[src/rtl/sched_pkg.sv]
package sched_pkg;
  typedef enum logic [2:0] {
    BUS_MRS = 3'b000,
    BUS_REF = 3'b001,
    BUS_PRE = 3'b010,
    BUS_ACT = 3'b011,
    BUS_WR  = 3'b100,
    BUS_RD  = 3'b101,
    BUS_NOP = 3'b111
  } bus_cmd_e;

  localparam logic [2:0] UC_LMR  = 3'b000;
  localparam logic [2:0] UC_REF  = 3'b001;
  localparam logic [2:0] UC_PREA = 3'b010;
  localparam logic [2:0] UC_ACT  = 3'b011;
  localparam logic [2:0] UC_WR   = 3'b100;
  localparam logic [2:0] UC_RD   = 3'b101;

  typedef enum logic [2:0] {
    S_IDLE, S_PRE, S_ACT, S_ACC, S_REF, S_MRS
  } state_e;

  localparam int AP_BIT = 10;
endpackage

[src/rtl/sched_timer.sv]
module sched_timer #(
  parameter int W = 4
) (
  input  logic         clk_i,
  input  logic         rst_ni,
  input  logic         load_i,
  input  logic [W-1:0] val_i,
  output logic         zero_o
);
  logic [W-1:0] cnt_q;

  always_ff @(posedge clk_i or negedge rst_ni) begin
    if (!rst_ni)              cnt_q <= '0;
    else if (load_i)          cnt_q <= val_i;
    else if (cnt_q != '0)     cnt_q <= cnt_q - 1'b1;
  end

  assign zero_o = (cnt_q == '0);
endmodule

[src/rtl/sched_req_decode.sv]
module sched_req_decode #(
  parameter int COL_W   = 10,
  parameter int ROW_W   = 13,
  parameter int BANK_W  = 2,
  parameter int CMD_LSB = 32,
  localparam int RANK_W = CMD_LSB - COL_W - ROW_W - BANK_W
) (
  input  logic [CMD_LSB+2:0] req_i,
  output logic [2:0]         cmd_o,
  output logic [ROW_W-1:0]   row_o,
  output logic [BANK_W-1:0]  bank_o,
  output logic [RANK_W-1:0]  rank_o,
  output logic [ROW_W-1:0]   col_addr_o,
  output logic [ROW_W-1:0]   mode_o
);
  import sched_pkg::*;

  logic [COL_W-1:0] col;

  assign col    = req_i[COL_W-1:0];
  assign row_o  = req_i[COL_W +: ROW_W];
  assign bank_o = req_i[COL_W+ROW_W +: BANK_W];
  assign rank_o = req_i[COL_W+ROW_W+BANK_W +: RANK_W];
  assign cmd_o  = req_i[CMD_LSB +: 3];
  assign mode_o = req_i[ROW_W-1:0];

  // column bits skip the auto-precharge position
  for (genvar i = 0; i < ROW_W; i++) begin : g_col
    if (i < AP_BIT) begin : g_lo
      if (i < COL_W) begin : g_on
        assign col_addr_o[i] = col[i];
      end else begin : g_off
        assign col_addr_o[i] = 1'b0;
      end
    end else if (i == AP_BIT) begin : g_ap
      assign col_addr_o[i] = 1'b0;
    end else begin : g_hi
      if (i - 1 < COL_W) begin : g_on
        assign col_addr_o[i] = col[i-1];
      end else begin : g_off
        assign col_addr_o[i] = 1'b0;
      end
    end
  end
endmodule

[src/rtl/sched_cmd_out.sv]
module sched_cmd_out
  import sched_pkg::*;
#(
  parameter int ROW_W  = 13,
  parameter int BANK_W = 2
) (
  input  logic              clk_i,
  input  logic              rst_ni,
  input  bus_cmd_e          cmd_i,
  input  logic [ROW_W-1:0]  addr_i,
  input  logic [BANK_W-1:0] ba_i,
  output logic              cke_o,
  output logic              cs_n_o,
  output logic              ras_n_o,
  output logic              cas_n_o,
  output logic              we_n_o,
  output logic [ROW_W-1:0]  addr_o,
  output logic [BANK_W-1:0] ba_o
);
  always_ff @(posedge clk_i or negedge rst_ni) begin
    if (!rst_ni) begin
      cke_o  <= 1'b0;
      cs_n_o <= 1'b1;
      {ras_n_o, cas_n_o, we_n_o} <= BUS_NOP;
      addr_o <= '0;
      ba_o   <= '0;
    end else begin
      cke_o  <= 1'b1;
      cs_n_o <= 1'b0;
      {ras_n_o, cas_n_o, we_n_o} <= cmd_i;
      addr_o <= addr_i;
      ba_o   <= ba_i;
    end
  end
endmodule

[src/rtl/sdram_cmd_sched.sv]
module sdram_cmd_sched
  import sched_pkg::*;
#(
  parameter int COL_W   = 10,
  parameter int ROW_W   = 13,
  parameter int BANK_W  = 2,
  parameter int CMD_LSB = 32,
  parameter int T_RP    = 3,
  parameter int T_RCD   = 3,
  parameter int T_RFC   = 8,
  parameter int T_WTR   = 4,
  parameter int T_RTW   = 5,
  parameter int T_MRD   = 2
) (
  input  logic               clk_i,
  input  logic               rst_ni,
  input  logic               init_done_i,
  input  logic               refresh_due_i,
  input  logic               req_empty_i,
  input  logic [CMD_LSB+2:0] req_data_i,
  output logic               req_pop_o,
  output logic               cke_o,
  output logic               cs_n_o,
  output logic               ras_n_o,
  output logic               cas_n_o,
  output logic               we_n_o,
  output logic [ROW_W-1:0]   addr_o,
  output logic [BANK_W-1:0]  ba_o
);
  localparam int RANK_W = CMD_LSB - COL_W - ROW_W - BANK_W;
  localparam int TW = $clog2(T_RP + T_RCD + T_RFC + T_WTR + T_RTW + T_MRD + 2);
  localparam logic [ROW_W-1:0] AP_MASK = ROW_W'(1 << AP_BIT);

  logic [2:0]        dec_cmd;
  logic [ROW_W-1:0]  dec_row, dec_col, dec_mode;
  logic [BANK_W-1:0] dec_bank;
  logic [RANK_W-1:0] dec_rank;

  sched_req_decode #(
    .COL_W(COL_W), .ROW_W(ROW_W), .BANK_W(BANK_W), .CMD_LSB(CMD_LSB)
  ) u_dec (
    .req_i(req_data_i), .cmd_o(dec_cmd), .row_o(dec_row), .bank_o(dec_bank),
    .rank_o(dec_rank), .col_addr_o(dec_col), .mode_o(dec_mode)
  );

  state_e            state_q, state_d, after_pre_q, after_pre_d;
  logic              pre_all_q, pre_all_d;
  logic              open_q;
  logic [ROW_W-1:0]  open_row_q, row_q, col_q, mode_q;
  logic [BANK_W-1:0] open_bank_q, bank_q;
  logic [RANK_W-1:0] open_rank_q, rank_q;
  logic              is_wr_q, acc_q, last_wr_q, ref_pend_q;
  logic              hit, pop;
  bus_cmd_e          iss_cmd;
  logic [ROW_W-1:0]  iss_addr;
  logic [BANK_W-1:0] iss_ba;
  logic              wait_ld, turn_ld, wait_zero, turn_zero;
  logic [TW-1:0]     wait_val, turn_val;

  sched_timer #(.W(TW)) u_wait (
    .clk_i, .rst_ni, .load_i(wait_ld), .val_i(wait_val), .zero_o(wait_zero)
  );
  sched_timer #(.W(TW)) u_turn (
    .clk_i, .rst_ni, .load_i(turn_ld), .val_i(turn_val), .zero_o(turn_zero)
  );

  assign hit = open_q && (dec_bank == open_bank_q) && (dec_row == open_row_q)
               && (dec_rank == open_rank_q);

  always_comb begin
    state_d     = state_q;
    after_pre_d = after_pre_q;
    pre_all_d   = pre_all_q;
    pop      = 1'b0;
    iss_cmd  = BUS_NOP;
    iss_addr = '0;
    iss_ba   = '0;
    wait_ld  = 1'b0;
    wait_val = '0;
    turn_ld  = 1'b0;
    turn_val = '0;
    unique case (state_q)
      S_IDLE: if (init_done_i) begin
        if (ref_pend_q) begin
          pre_all_d = 1'b1; after_pre_d = S_REF;
          state_d = open_q ? S_PRE : S_REF;
        end else if (!req_empty_i) begin
          pop = 1'b1;
          case (dec_cmd)
            UC_LMR: begin
              pre_all_d = 1'b1; after_pre_d = S_MRS;
              state_d = open_q ? S_PRE : S_MRS;
            end
            UC_REF: begin
              pre_all_d = 1'b1; after_pre_d = S_REF;
              state_d = open_q ? S_PRE : S_REF;
            end
            UC_PREA: begin
              pre_all_d = 1'b1; after_pre_d = S_IDLE; state_d = S_PRE;
            end
            UC_ACT: begin
              pre_all_d = 1'b0; after_pre_d = S_ACT;
              state_d = open_q ? S_PRE : S_ACT;
            end
            UC_WR, UC_RD: begin
              pre_all_d = 1'b0; after_pre_d = S_ACT;
              state_d = hit ? S_ACC : (open_q ? S_PRE : S_ACT);
            end
            default: ;
          endcase
        end
      end
      S_PRE: if (wait_zero) begin
        iss_cmd  = BUS_PRE;
        iss_addr = pre_all_q ? AP_MASK : '0;
        iss_ba   = pre_all_q ? '0 : open_bank_q;
        wait_ld = 1'b1; wait_val = TW'(T_RP - 1);
        state_d = after_pre_q;
      end
      S_ACT: if (wait_zero) begin
        iss_cmd = BUS_ACT; iss_addr = row_q; iss_ba = bank_q;
        wait_ld = 1'b1; wait_val = TW'(T_RCD - 1);
        state_d = acc_q ? S_ACC : S_IDLE;
      end
      S_ACC: if (wait_zero && (turn_zero || (last_wr_q == is_wr_q))) begin
        iss_cmd = is_wr_q ? BUS_WR : BUS_RD; iss_addr = col_q; iss_ba = bank_q;
        wait_ld = 1'b1;
        turn_ld = 1'b1; turn_val = is_wr_q ? TW'(T_WTR - 1) : TW'(T_RTW - 1);
        state_d = S_IDLE;
      end
      S_REF: if (wait_zero) begin
        iss_cmd = BUS_REF;
        wait_ld = 1'b1; wait_val = TW'(T_RFC - 1);
        state_d = S_IDLE;
      end
      S_MRS: if (wait_zero) begin
        iss_cmd = BUS_MRS; iss_addr = mode_q; iss_ba = bank_q;
        wait_ld = 1'b1; wait_val = TW'(T_MRD - 1);
        state_d = S_IDLE;
      end
      default: state_d = S_IDLE;
    endcase
  end

  always_ff @(posedge clk_i or negedge rst_ni) begin
    if (!rst_ni) begin
      state_q <= S_IDLE; after_pre_q <= S_IDLE; pre_all_q <= 1'b0;
      open_q <= 1'b0; open_row_q <= '0; open_bank_q <= '0; open_rank_q <= '0;
      row_q <= '0; col_q <= '0; mode_q <= '0; bank_q <= '0; rank_q <= '0;
      is_wr_q <= 1'b0; acc_q <= 1'b0; last_wr_q <= 1'b0; ref_pend_q <= 1'b0;
    end else begin
      state_q <= state_d; after_pre_q <= after_pre_d; pre_all_q <= pre_all_d;
      if (pop) begin
        row_q <= dec_row; col_q <= dec_col; mode_q <= dec_mode;
        bank_q <= dec_bank; rank_q <= dec_rank;
        is_wr_q <= (dec_cmd == UC_WR);
        acc_q   <= (dec_cmd == UC_WR) || (dec_cmd == UC_RD);
      end
      if (iss_cmd == BUS_PRE) open_q <= 1'b0;
      if (iss_cmd == BUS_ACT) begin
        open_q <= 1'b1; open_row_q <= row_q; open_bank_q <= bank_q;
        open_rank_q <= rank_q;
      end
      if (iss_cmd == BUS_WR) last_wr_q <= 1'b1;
      if (iss_cmd == BUS_RD) last_wr_q <= 1'b0;
      if (iss_cmd == BUS_REF) ref_pend_q <= 1'b0;
      if (refresh_due_i)      ref_pend_q <= 1'b1;
    end
  end

  assign req_pop_o = pop;

  sched_cmd_out #(.ROW_W(ROW_W), .BANK_W(BANK_W)) u_out (
    .clk_i, .rst_ni, .cmd_i(iss_cmd), .addr_i(iss_addr), .ba_i(iss_ba),
    .cke_o, .cs_n_o, .ras_n_o, .cas_n_o, .we_n_o, .addr_o, .ba_o
  );
endmodule

[config.mk]
export PLATFORM = sky130hd
export DESIGN_NAME = sdram_cmd_sched
export DESIGN_NICKNAME = d
export VERILOG_FILES = /design/src/rtl/sched_pkg.sv /design/src/rtl/sched_timer.sv /design/src/rtl/sched_req_decode.sv /design/src/rtl/sched_cmd_out.sv /design/src/rtl/sdram_cmd_sched.sv
export SDC_FILE = /design/constraint.sdc
export NUM_CORES = 1
export LEC_CHECK = 0
export BUFFER_PORTS_ARGS = -buffer_cell sky130_fd_sc_hd__buf_4
export CORE_MARGIN = 2
export CORE_UTILIZATION = 57
export DETAILED_ROUTE_END_ITERATION = 12
export PLACE_DENSITY = 0.8
export RECOVER_POWER = 50
export SYNTH_ARGS = -nofsm -noshare
export SYNTH_HDL_FRONTEND = slang
export SYNTH_SLANG_ARGS = --single-unit
[constraint.sdc]
create_clock -name clk_i -period 3.12 [get_ports clk_i]
set_clock_uncertainty 0.15 [all_clocks]
set_input_delay 0.312 -clock clk_i [delete_from_list [all_inputs] [get_ports clk_i]]
set_output_delay 0.312 -clock clk_i [all_outputs]
set_load 0.005 [all_outputs]
* Yosys cells after proc, flatten, opt, wreduce, memory -nomap -nowiden
Cells that the tools add are included.
Storage, ports and cells: register bits after elaboration 109, bits of input ports 40, output and inout bits 21, logic and storage cells 146
Cells by class: $add $sub $neg 2, equality and inequality tests 27, muxes and demuxes 63, reductions and logical operators 29
Operators with widths (number):
- 2-to-1 mux 3 bit | 19
- one-hot mux 13 bit (4 select lines) | 1
- one-hot mux 3 bit (5 select lines) | 3
- 2-to-1 mux 13 bit | 2
- 2-to-1 mux 11 bit | 2
- 2-to-1 mux 5 bit | 4
- equality test 3 x 2 -> 1 bit, second input constant | 6
- equality test 3 bit, second input constant | 6
- 2-to-1 mux 2 bit | 9
- 2-to-1 mux 1 bit | 17
- nonzero test 5 bit | 3
- equality test 13 bit | 1
- one-hot mux 3 bit (4 select lines) | 1
- zero test 5 bit | 2
- 2-to-1 mux 10 bit | 1
- nonzero test 2 bit | 5
- subtractor 5 x 1 -> 5 bit, second input constant | 2
- equality test 3 x 1 -> 1 bit, second input constant | 3
- one-hot mux 3 bit (3 select lines) | 1
- inequality test 2 bit, second input constant | 4
- AND reduction 4 bit | 2
- OR reduction 2 bit | 4
- equality test 7 bit | 1
- inequality test 7 x 2 -> 1 bit, second input constant | 1
- 13 further kinds | 21

* Logic depth before layout (Yosys ltp)
Gate-level depths: netlist (run 1).
word-level depth 10, mapped depth 8, gate-level depth less buffers 7

* Hierarchy
A second synthesis (run 1) with hierarchy kept.
Second synthesis, totals: cell total of the unflattened synthesis 562, area, all modules 5416.4 um^2
By module, submodules not included:
- sdram_cmd_sched | instances 1, cells an instance 434, area each 3958.8 um^2, seq. area each 2052.0 um^2
- sched_timer | instances 2, cells an instance 27, area each 279.0 um^2, seq. area each 125.1 um^2
- sched_cmd_out | instances 1, cells an instance 22, area each 513.0 um^2, seq. area each 505.5 um^2
- sched_req_decode | instances 1, cells an instance 52, area each 386.6 um^2, seq. area each 0.0 um^2

* Least setup slack after synthesis (run 1)
No wires, ideal clock.
path kind register to register, start point register u_turn.cnt_q[0], end point register u_turn.cnt_q[1], library setup time 0.125 ns, arrival time 1.941 ns, required time 2.845 ns, path slack 0.903 ns, cell stages (with the launch flop) 8, path buffers 1, clock period less this slack 2.217 ns, path through dfrtp_1 inv_1 ha_1 or4b_4 buf_6 and2_4 nor3_4 mux2_4
Between the ends: longest elaborated chain between the ends 6, elaborated cells between the ends (all ways) 12, those cells by class add/sub: 1; mux: 6; reduce/logical: 5
Ends and longest elaborated chain:
- start: declaration | RTL line sched_timer.sv:10 | logic [W-1:0] cnt_q;
- start signal: assignment | RTL line sched_timer.sv:14 | else if (load_i) cnt_q <= val_i;
- start signal: assignment | RTL line sched_timer.sv:15 | else if (cnt_q != '0) cnt_q <= cnt_q - 1'b1;
- branches (longest 6 deep; another with subtractor 5 x 1 -> 5 bit)
Several ways; the timed one is not identified. The select of a mux whose other input is x is not followed. A chain may end at the register's enable or synchronous reset.

* Final worst setup path (run 1)
start point register state_q[2], end point output req_pop_o
Between the ends: longest elaborated chain between the ends 2
Ends and longest elaborated chain:
- start: declaration | RTL line sdram_cmd_sched.sv:46 | state_e state_q, state_d, after_pre_q, after_pre_d;
- start signal: assignment | RTL line sdram_cmd_sched.sv:152 | state_q <= state_d; after_pre_q <= after_pre_d; pre_all_q <= pre_all_d;
- zero test 3 bit | RTL line sdram_cmd_sched.sv:82 | unique case (state_q)
- 2-to-1 mux 1 bit | RTL line sdram_cmd_sched.sv:82
- end: declaration | RTL line sdram_cmd_sched.sv:21 | output logic req_pop_o,
Every way passes these cells.

==> results.tsv, run 1 <==
metric	value	unit
outcome	finished clean	
fill_cells	544	
hold_slack	0.0238	ns
grt_start_max_net_pins	56	
vias_per_cell	5.46	
period_needed	2.57	ns
setup_tns	0	ns
drv_slew	0	
nNetsFinal	462	
final_cell_mix	92 x dfrtp_1, 53 x mux2_2, 43 x buf_4	
dp_hpwl	5650	um
die_w	91.1	um
root_buffer	clkbuf_8	
post-cts-setup-buffer-count	0	
crit_type	flip-flop to output pin	
cts_max_level	3	
slew_headroom	0.119	
synth_edf_count	0	
max_freq	0.389	GHz
ioPinCount	61	
die_height	91.1	um
tightest_slew	1.32	ns
worst_ep_required_time	2.66	ns
maxCapViolations	0	
cp_max_fo	35	
async_flop_share	1.00	
numCtsBuffers	9	
worst_path_max_delay_cell	dfrtp_1	
power	3.18	mW
area_delta_synth_final	17.3	%
grt_pass1_vias	2873	
hold_path.class	input pin to flip-flop	
ant_nets	0	
ir_drop	0.321	mV
dieArea	8300	um^2
drt-wirelength-per-cell	15.5	um
rsz0062_at_grt	no	
start_kind	flip-flop	
antenna_cells	0	
grt_first_pass_wirelength	13800	um
synth_ff_type	dfrtp_1	
period_share	0.823	
setup_violations	0	
post_dp_cell_area	4870	um^2
synth_seq_area_share	0.556	
p_leak	2.43	nW
gp_congestion	0.867	
drive_gt1_frac	0.341	
totalWireLength	8070	um
synth-seq-cells	96	
layout_commonest_cell	dfrtp_1	
clock_tree.buffer_depth	2	
antenna_found_initial	0	
crit_family	simple AND/OR/NAND/NOR gates	
cts_tree	built	
synth.distinct_cells	48	
groute.usage.overall	0.211	
drcViolationCount	0	
crit_chain	or3_1 > nor2_1 > nand3b_1 > buf_12 > inv_1 > buf_4	
port-buffer-count	60	
cp_num_buf_inv	3	
core	7290	um^2
path_clk_slew	0.09	ns
postSynthCellCount	356	
drtIter0Drc	181	
synth_area_per_cell	12.2	um^2
gr-total-overflow	0	
critPathArrivalTime	2.11	ns
initial_core_util	0.593	
cts_sinks	96	
firstDrtPassIters	4	
synth_nets	400	
hold_violations	0	
syn_area	4330	um^2
fin_util	0.696	
synth_warnings	0	
p_per_area	627	nW/um^2
vias	2846	
max_stage_delay	0.54	ns
num_rows	31	
insertion_delay	0.36	ns
endpoint_kind	output pin	
postLayoutCellArea	5070	um^2
==> power by group <==
part	internal (mW)	switching, mW	total (mW)
logic	0.359	0.335	0.694
registers	1.48	0.202	1.68
clock network	0.391	0.421	0.812
==> worst register-to-register path, cell delays in order (launching register included) <==
cell	delay [ns]
dfrtp_1	0.40
inv_1	0.13
ha_1	0.20
or4b_4	0.58
nor3_4	0.19
buf_4	0.40
mux2_2	0.41
==> through the flow <==
stage,worst slack (ns),std cells
3_5_place_dp,0.585,504
3_3_place_gp,0.678,504
2_1_floorplan,0.903,356
6_report,0.552,521
5_1_grt,0.425,521
4_1_cts,0.564,521
==> cells by family after synthesis <==
family | count (synthesis) | synth area share
AOI/OAI and AO/OA | 59 | 0.0914
and+or+nand+nor | 86 | 0.107
DFF | 96 | 0.556
buffers and inverters | 24 | 0.0260
adders and majority gates | 4 | 0.0116
other | 2 | 0.00174
xor gates and xnor gates | 27 | 0.0547
muxes | 58 | 0.151
==> state kept, by name, indices dropped and copies added (netlist names), 2 cells and up <==
name	count
u_turn.cnt_q	5
after_pre_q	3
open_bank_q	2
bank_q	2
rank_q	7
mode_q	10
open_row_q	13
u_wait.cnt_q	5
state_q	3
u_out.ba_o	2
row_q	13
u_out.addr_o	13
open_rank_q	7
==> cell type report <==
type,count,area (um^2),share of cell area
flip-flops and latches,96,2410,0.474
multi-input cells,236,1810,0.356
repair buffers,68,515,0.102
clock buffers,11,141,0.0279
well taps,99,124,0.0244
clock inverters,4,53.8,0.0106
inverters,7,26.3,0.00518
==> worst paths after layout <==
kind / end / from / slack [ns] / cells after the start
max: req_pop_o / state_q[2]$_DFFE_PN0P_ / 0.55 / 6
max in group asynchronous: open_rank_q[6]$_DFFE_PN0P_ / rst_ni / 0.98 / 3
min: mode_q[0]$_DFFE_PN0P_ / req_data_i[0] / 0.02 / 2
min in group asynchronous: u_turn.cnt_q[4]$_DFFE_PN0P_ / rst_ni / 0.62 / 2
min reg2reg: after_pre_q[2]$_DFFE_PN0P_ / after_pre_q[2]$_DFFE_PN0P_ / 0.34 / 2
max reg2reg: open_row_q[3]$_DFFE_PN0P_ / u_wait.cnt_q[1]$_DFFE_PN0P_ / 0.56 / 6
==> layer usage <==
| layer | up-vias | global-route usage | wire length [um] | share of wire |
|---|---|---|---|---|
| li1 | 1373 | - | - | - |
| met1 | 1399 | 0.289 | 3570 | 0.44 |
| met2 | 61 | 0.337 | 4070 | 0.50 |
| met3 | 13 | 0.0373 | 279 | 0.035 |
| met4 | 0 | 0.0833 | 150 | 0.019 |
| met5 | - | 0 | 0 | 0 |
==> Yosys cell counts (2+ instances only) <==
| cell type | n | area share |
|---|---|---|
| nor3_4 | 2 | 0.0075 |
| clkbuf_1 | 7 | 0.0061 |
| conb_1 | 2 | 0.0017 |
| buf_2 | 6 | 0.0069 |
| buf_4 | 2 | 0.0035 |
| a21o_1 | 4 | 0.0069 |
| a31oi_1 | 2 | 0.0029 |
| nor2_1 | 22 | 0.019 |
| mux2i_1 | 3 | 0.0069 |
| dfrtp_1 | 92 | 0.53 |
| o31ai_1 | 3 | 0.0052 |
| mux2_2 | 53 | 0.14 |
| a22o_1 | 13 | 0.026 |
| dfstp_2 | 4 | 0.024 |
| xnor2_1 | 17 | 0.034 |
| nand3b_1 | 3 | 0.0052 |
| nor4_1 | 5 | 0.0072 |
| or4b_4 | 2 | 0.0064 |
| a21oi_1 | 17 | 0.020 |
| a22oi_1 | 2 | 0.0035 |
| inv_1 | 7 | 0.0061 |
| nor3_1 | 8 | 0.0093 |
| or3_1 | 2 | 0.0029 |
| o21ai_0 | 10 | 0.012 |
| nand4_1 | 3 | 0.0043 |
| xor2_1 | 10 | 0.020 |
| nand3_1 | 4 | 0.0046 |
| a32oi_1 | 2 | 0.0040 |
| nand2b_1 | 2 | 0.0029 |
| ha_1 | 4 | 0.012 |
| nor2b_1 | 7 | 0.010 |
| nand2_1 | 20 | 0.017 |
==> timing repair <==
action,4_1_cts,5_1_grt
hold buffers,2,0
endpoints found under the hold margin,51,0
resized for setup,0,0
(Power assumes the default switching activity.)
==> run 2: changes to the inputs <==
==> constraint.sdc (replaced) <==
create_clock -name clk_i -period 2.6 [get_ports clk_i]
set_clock_uncertainty 0.15 [all_clocks]
set_input_delay 0.26 -clock clk_i [delete_from_list [all_inputs] [get_ports clk_i]]
set_output_delay 0.26 -clock clk_i [all_outputs]
set_load 0.005 [all_outputs]
==> run 2 against run 1 <==
Register-to-register slack lost 0.34 ns. Flip-flop and latch count is the same. Global-route usage grew 1.0 points. Cell area grew 3.0%. Die area is the same. Count of clock-buffer cells in the layout grew 1. Worst setup slack lost 0.41 ns.
==> results.tsv, run 2 (same netlist as run 1, synthesis figures left out) <==
metric	value	unit	change
outcome	finished clean		unchanged
post-cts-setup-buffer-count	0		unchanged
tightest_slew	1.27	ns	was 1.32 ns
final_cell_mix	92 x dfrtp_1, 53 x mux2_2, 46 x buf_4		was 92 x dfrtp_1, 53 x mux2_2, 43 x buf_4
max_stage_delay	0.48	ns	was 0.54 ns
core	7290	um^2	unchanged
clock_tree.buffer_depth	2		unchanged
max_freq	0.408	GHz	
crit_chain	or3_1 > nor2_1 > nand3b_1 > buf_4 > inv_1 > buf_4		was or3_1 > nor2_1 > nand3b_1 > buf_12 > inv_1 > buf_4
grt_start_max_net_pins	54		was 56
grt_first_pass_wirelength	14700	um	was 13800 um
drive_gt1_frac	0.339		was 0.341
p_leak	2.50	nW	was 2.43 nW
drt-wirelength-per-cell	15.8	um	was 15.5 um
power	3.77	mW	was 3.18 mW
dp_hpwl	5950	um	was 5650 um
hold_path.class	input pin to flip-flop		unchanged
crit_type	flip-flop to output pin		unchanged
nNetsFinal	481		was 462
firstDrtPassIters	4		unchanged
dieArea	8300	um^2	unchanged
gp_congestion	0.856		was 0.867
hold_slack	0.00554	ns	was 0.0238 ns
r2r_end	open_row_q[11]$_DFFE_PN0P_		was open_row_q[3]$_DFFE_PN0P_
critPathArrivalTime	2.04	ns	was 2.11 ns
totalWireLength	8550	um	was 8070 um
cp_num_buf_inv	3		unchanged
insertion_delay	0.35	ns	was 0.36 ns
crit_family	simple AND/OR/NAND/NOR gates		unchanged
path_clk_slew	0.09	ns	about the same
hold_violations	0		unchanged
groute.usage.overall	0.221		was 0.211
cp_max_fo	35		unchanged
r2r_cells	6		unchanged
gr-total-overflow	0		unchanged
slew_headroom	0.154		was 0.119
start_kind	flip-flop		unchanged
worst_ep_required_time	2.19	ns	was 2.66 ns
reg2reg_from	u_wait.cnt_q[1]$_DFFE_PN0P_		unchanged
cts_sinks	96		unchanged
maxCapViolations	0		unchanged
root_buffer	clkbuf_8		unchanged
drcViolationCount	0		unchanged
numCtsBuffers	9		unchanged
whs_path_depth	2		unchanged
min_to	rank_q[1]$_DFFE_PN0P_		was mode_q[0]$_DFFE_PN0P_
r2r_setup_slack	0.22	ns	was 0.56 ns
ant_nets	0		unchanged
area_delta_synth_final	20.8	%	was 17.3%
setup_violations	0		unchanged
cts_max_level	3		unchanged
vias_per_cell	5.47		was 5.46
ir_drop	0.487	mV	was 0.321 mV
endpoint_kind	output pin		unchanged
antenna_cells	0		unchanged
worst_path_max_delay_cell	dfrtp_1		unchanged
setup_tns	0	ns	unchanged
layout_commonest_cell	dfrtp_1		unchanged
period_needed	2.45	ns	
cts_tree	built		unchanged
grt_pass1_vias	3142		was 2873
vias	2959		was 2846
ioPinCount	61		unchanged
die_height	91.1	um	unchanged
drv_slew	0		unchanged
rsz0062_at_grt	no		unchanged
p_per_area	721	nW/um^2	was 627 nW/um^2
cpMostUsedCell	buf_4		
largestRegisters	open_row_q: 13 flops, row_q: 13 flops, u_out.addr_o: 13 flops		unchanged
drtIter0Drc	166		was 181
period_share	0.943		
initial_core_util	0.593		unchanged
num_rows	31		unchanged
die_w	91.1	um	unchanged
port-buffer-count	60		unchanged
hold_start	req_data_i[26]		was req_data_i[0]
antenna_found_initial	0		unchanged
## run 2: timing repair
item	in CTS	in global routing
hold endpoints to repair	59	2
hold buffers	14	2
resized for setup	0	0
## run 2: cell type report
| cell class | count | area, um^2 |
|---|---|---|
| Tap cell | 99 | 124 |
| Clock buffer | 12 | 135 |
| Clock inverter | 4 | 30.0 |
| Multi-Input combinational cell | 236 | 1810 |
| Sequential cell | 96 | 2410 |
| Fill cell | 537 | 2070 |
| Timing Repair Buffer | 87 | 696 |
| Inverter | 7 | 26.3 |
## run 2: through the flow
step	std cells	setup slack (ns)	cell area [um^2]	utilization
2_1_floorplan	356	0.383	4330	-
3_3_place_gp	509	0.289	4910	0.673
3_5_place_dp	509	0.212	4910	0.673
4_1_cts	539	0.153	5220	0.715
5_1_grt	541	0.0303	5230	0.717
6_report	541	0.147	5230	0.717
## run 2: power by group
group | leakage [nW] | switching, mW | internal, mW
Clock | 0.0814 | 0.513 | 0.355
Sequential | 1.27 | 0.200 | 1.77
Combinational | 1.15 | 0.467 | 0.462
Total | 2.50 | 1.18 | 2.59
## run 2: how the worst max path moves through the flow
stage	cells past startpoint	from	to
after floorplan	7	u_turn.cnt_q[0]$_DFFE_PN0P_	u_turn.cnt_q[1]$_DFFE_PN0P_
after global placement	7	u_wait.cnt_q[1]$_DFFE_PN0P_	u_out.ba_o[0]$_DFF_PN0_
after detailed placement	6	u_wait.cnt_q[1]$_DFFE_PN0P_	open_rank_q[5]$_DFFE_PN0P_
after CTS	6	state_q[1]$_DFFE_PN0P_	req_pop_o
after global routing	6	state_q[1]$_DFFE_PN0P_	req_pop_o
final	6	state_q[1]$_DFFE_PN0P_	req_pop_o
## run 2: metal layers
| layer | vias to the layer above | GRT usage | share of wire |
|---|---|---|---|
| li1 | 1419 | - | - |
| met1 | 1467 | 0.285 | 0.43 |
| met2 | 60 | 0.380 | 0.52 |
| met3 | 13 | 0.0382 | 0.030 |
| met4 | 0 | 0.0758 | 0.016 |
| met5 | - | 0 | 0 |
==> run 3: changes to the inputs <==
--- a/config.mk
+++ b/config.mk
@@ -6,10 +6,11 @@
 export NUM_CORES = 1
 export LEC_CHECK = 0
 export BUFFER_PORTS_ARGS = -buffer_cell sky130_fd_sc_hd__buf_4
+export CAP_MARGIN = 20
 export CORE_MARGIN = 2
-export CORE_UTILIZATION = 57
+export CORE_UTILIZATION = 40
 export DETAILED_ROUTE_END_ITERATION = 12
-export PLACE_DENSITY = 0.8
+export PLACE_DENSITY = 0.6
 export RECOVER_POWER = 50
 export SYNTH_ARGS = -nofsm -noshare
 export SYNTH_HDL_FRONTEND = slang
==> run 3 against run 2 <==
Register-to-register slack is essentially flat. Via count grew 2.0%. Critical path depth stayed put. Sequential power about the same. Power grew 8.7%. Worst hold slack better by 0.013 ns. Wire length up 4.6%. Maximum frequency rose by 1.4%. Flip-flop and latch count unchanged. Die area rose by 40%. Cell area increased by 6.1%. Clock power grew 36%. Critical endpoint unchanged. Highest routed layer unchanged.
==> results.tsv, run 3 (same netlist as run 1, synthesis figures left out) <==
metric	value	unit	change
outcome	finished clean		unchanged
firstDrtPassIters	4		unchanged
cts_sinks	96		unchanged
vias	3019		was 2959
postLayoutCellArea	5540	um^2	was 5230 um^2
max_freq	0.413	GHz	was 0.408 GHz
p_leak	2.63	nW	was 2.50 nW
post_dp_cell_area	4990	um^2	was 4910 um^2
groute.usage.overall	0.167		was 0.221
totalWireLength	8940	um	was 8550 um
gp_congestion	0.815		was 0.856
insertion_delay	0.37	ns	was 0.35 ns
ir_drop	0.317	mV	was 0.487 mV
core	10400	um^2	was 7290 um^2
fin_ws	0.181	ns	was 0.147 ns
clock_tree.buffer_depth	2		unchanged
hold_path.class	input pin to flip-flop		unchanged
ioPinCount	61		unchanged
cp_max_fo	35		unchanged
period_needed	2.42	ns	was 2.45 ns
largestRegisters	open_row_q: 13 flops, row_q: 13 flops, u_out.addr_o: 13 flops		unchanged
layout_commonest_cell	dfrtp_1		unchanged
crit_type	flip-flop to output pin		unchanged
grt_first_pass_wirelength	15200	um	was 14700 um
whs_path_depth	2		unchanged
grt_pass1_vias	3112		was 3142
rsz0062_at_grt	no		unchanged
drv_slew	0		unchanged
hold_violations	0		unchanged
die_w	108	um	was 91.1 um
drcViolationCount	0		unchanged
critPathArrivalTime	2.01	ns	was 2.04 ns
die_height	108	um	was 91.1 um
final_cell_mix	92 x dfrtp_1, 53 x mux2_2, 48 x buf_4		was 92 x dfrtp_1, 53 x mux2_2, 46 x buf_4
drive_gt1_frac	0.332		was 0.339
power	4.10	mW	was 3.77 mW
crit_start	state_q[1]$_DFFE_PN0P_		unchanged
gr-total-overflow	0		unchanged
antenna_cells	0		unchanged
crit_chain	or3_1 > nor2_1 > nand3b_1 > buf_12 > inv_1 > buf_4		was or3_1 > nor2_1 > nand3b_1 > buf_4 > inv_1 > buf_4
nNetsFinal	500		was 481
layout.cells.non_filler	597		was 541
maxCapViolations	0		unchanged
reg2reg_from	u_wait.cnt_q[1]$_DFFE_PN0P_		unchanged
port-buffer-count	60		unchanged
dp_hpwl	6230	um	was 5950 um
numCtsBuffers	9		unchanged
r2r_cells	6		unchanged
dieArea	11700	um^2	was 8300 um^2
hold_start	req_data_i[15]		was req_data_i[26]
setup_violations	0		unchanged
tightest_slew	1.18	ns	was 1.27 ns
drt-wirelength-per-cell	15.0	um	was 15.8 um
setup_tns	0	ns	unchanged
p_per_area	739	nW/um^2	was 721 nW/um^2
worst_ep_required_time	2.19	ns	about the same
max_stage_delay	0.46	ns	was 0.48 ns
slew_headroom	0.216		was 0.154
endpoint_kind	output pin		unchanged
post-cts-setup-buffer-count	0		unchanged
cts_max_level	3		unchanged
antenna_found_initial	0		unchanged
drtIter0Drc	80		was 166
dp_slack	0.218	ns	was 0.212 ns
dp.cells	549		was 509
grt_start_max_net_pins	49		was 54
start_kind	flip-flop		unchanged
cts_tree	built		unchanged
root_buffer	clkbuf_8		unchanged
worst_path_max_delay_cell	dfrtp_1		unchanged
vias_per_cell	5.06		was 5.47
fill_cells	959		was 537
path_clk_slew	0.09	ns	about the same
area_delta_synth_final	28.1	%	was 20.8%
ant_nets	0		unchanged
period_share	0.931		was 0.943
initial_core_util	0.415		was 0.593
num_rows	37		was 31
## run 3: final timing paths
kind / endpoint / slack [ns]
min in group asynchronous: u_turn.cnt_q[4]$_DFFE_PN0P_ / 0.51
hold reg to reg: after_pre_q[0]$_DFFE_PN0P_ / 0.34
setup reg to reg: open_row_q[1]$_DFFE_PN0P_ / 0.22
setup / recovery: req_pop_o / 0.18
max in group asynchronous: open_row_q[5]$_DFFE_PN0P_ / 0.48
hold / removal: row_q[5]$_DFFE_PN0P_ / 0.02
## run 3: final cells by class
class | count | area (um^2) | area share
Inverter | 7 | 26.3 | 0.00474
Clock buffer | 11 | 141 | 0.0255
Sequential cell | 96 | 2410 | 0.434
Multi-Input combinational cell | 236 | 1810 | 0.326
Clock inverter | 5 | 104 | 0.0187
Tap cell | 136 | 170 | 0.0307
Timing Repair Buffer | 106 | 886 | 0.160
## run 3: critical path, delay by kind of cell (launching register included)
kind	cells	cell delay [ns]
AND/OR/NAND/NOR	3	0.76
flip-flops	1	0.46
buffers and inverters	3	0.41
## run 3: routing by layer
layer,track usage,wire [um],vias to the layer above
met5,0,0,-
met4,0.0412,103,0
met1,0.214,4040,1504
li1,-,-,1450
met2,0.284,4490,55
met3,0.0422,313,10
## run 3: report_power, final
group          switching, mW  internal (mW)
clock                  0.514          0.666
sequential             0.208           1.77
combinational          0.456          0.483
total                   1.18           2.92
## run 3: what timing repair did
action | in CTS | in global routing
endpoints found under the hold margin | 71 | 1
resized for setup | 0 | 0
hold buffers | 31 | 1
setup endpoints to repair | 0 | 0
## run 3: stage by stage
stage / utilization / hold WS, ns
finish: 0.532 / 0.0183
global route: 0.532 / 0.00194
CTS: 0.532 / 0.00321
detailed placement: 0.479 / 0.170
global placement: 0.479 / 0.163
floorplan: - / -0.186
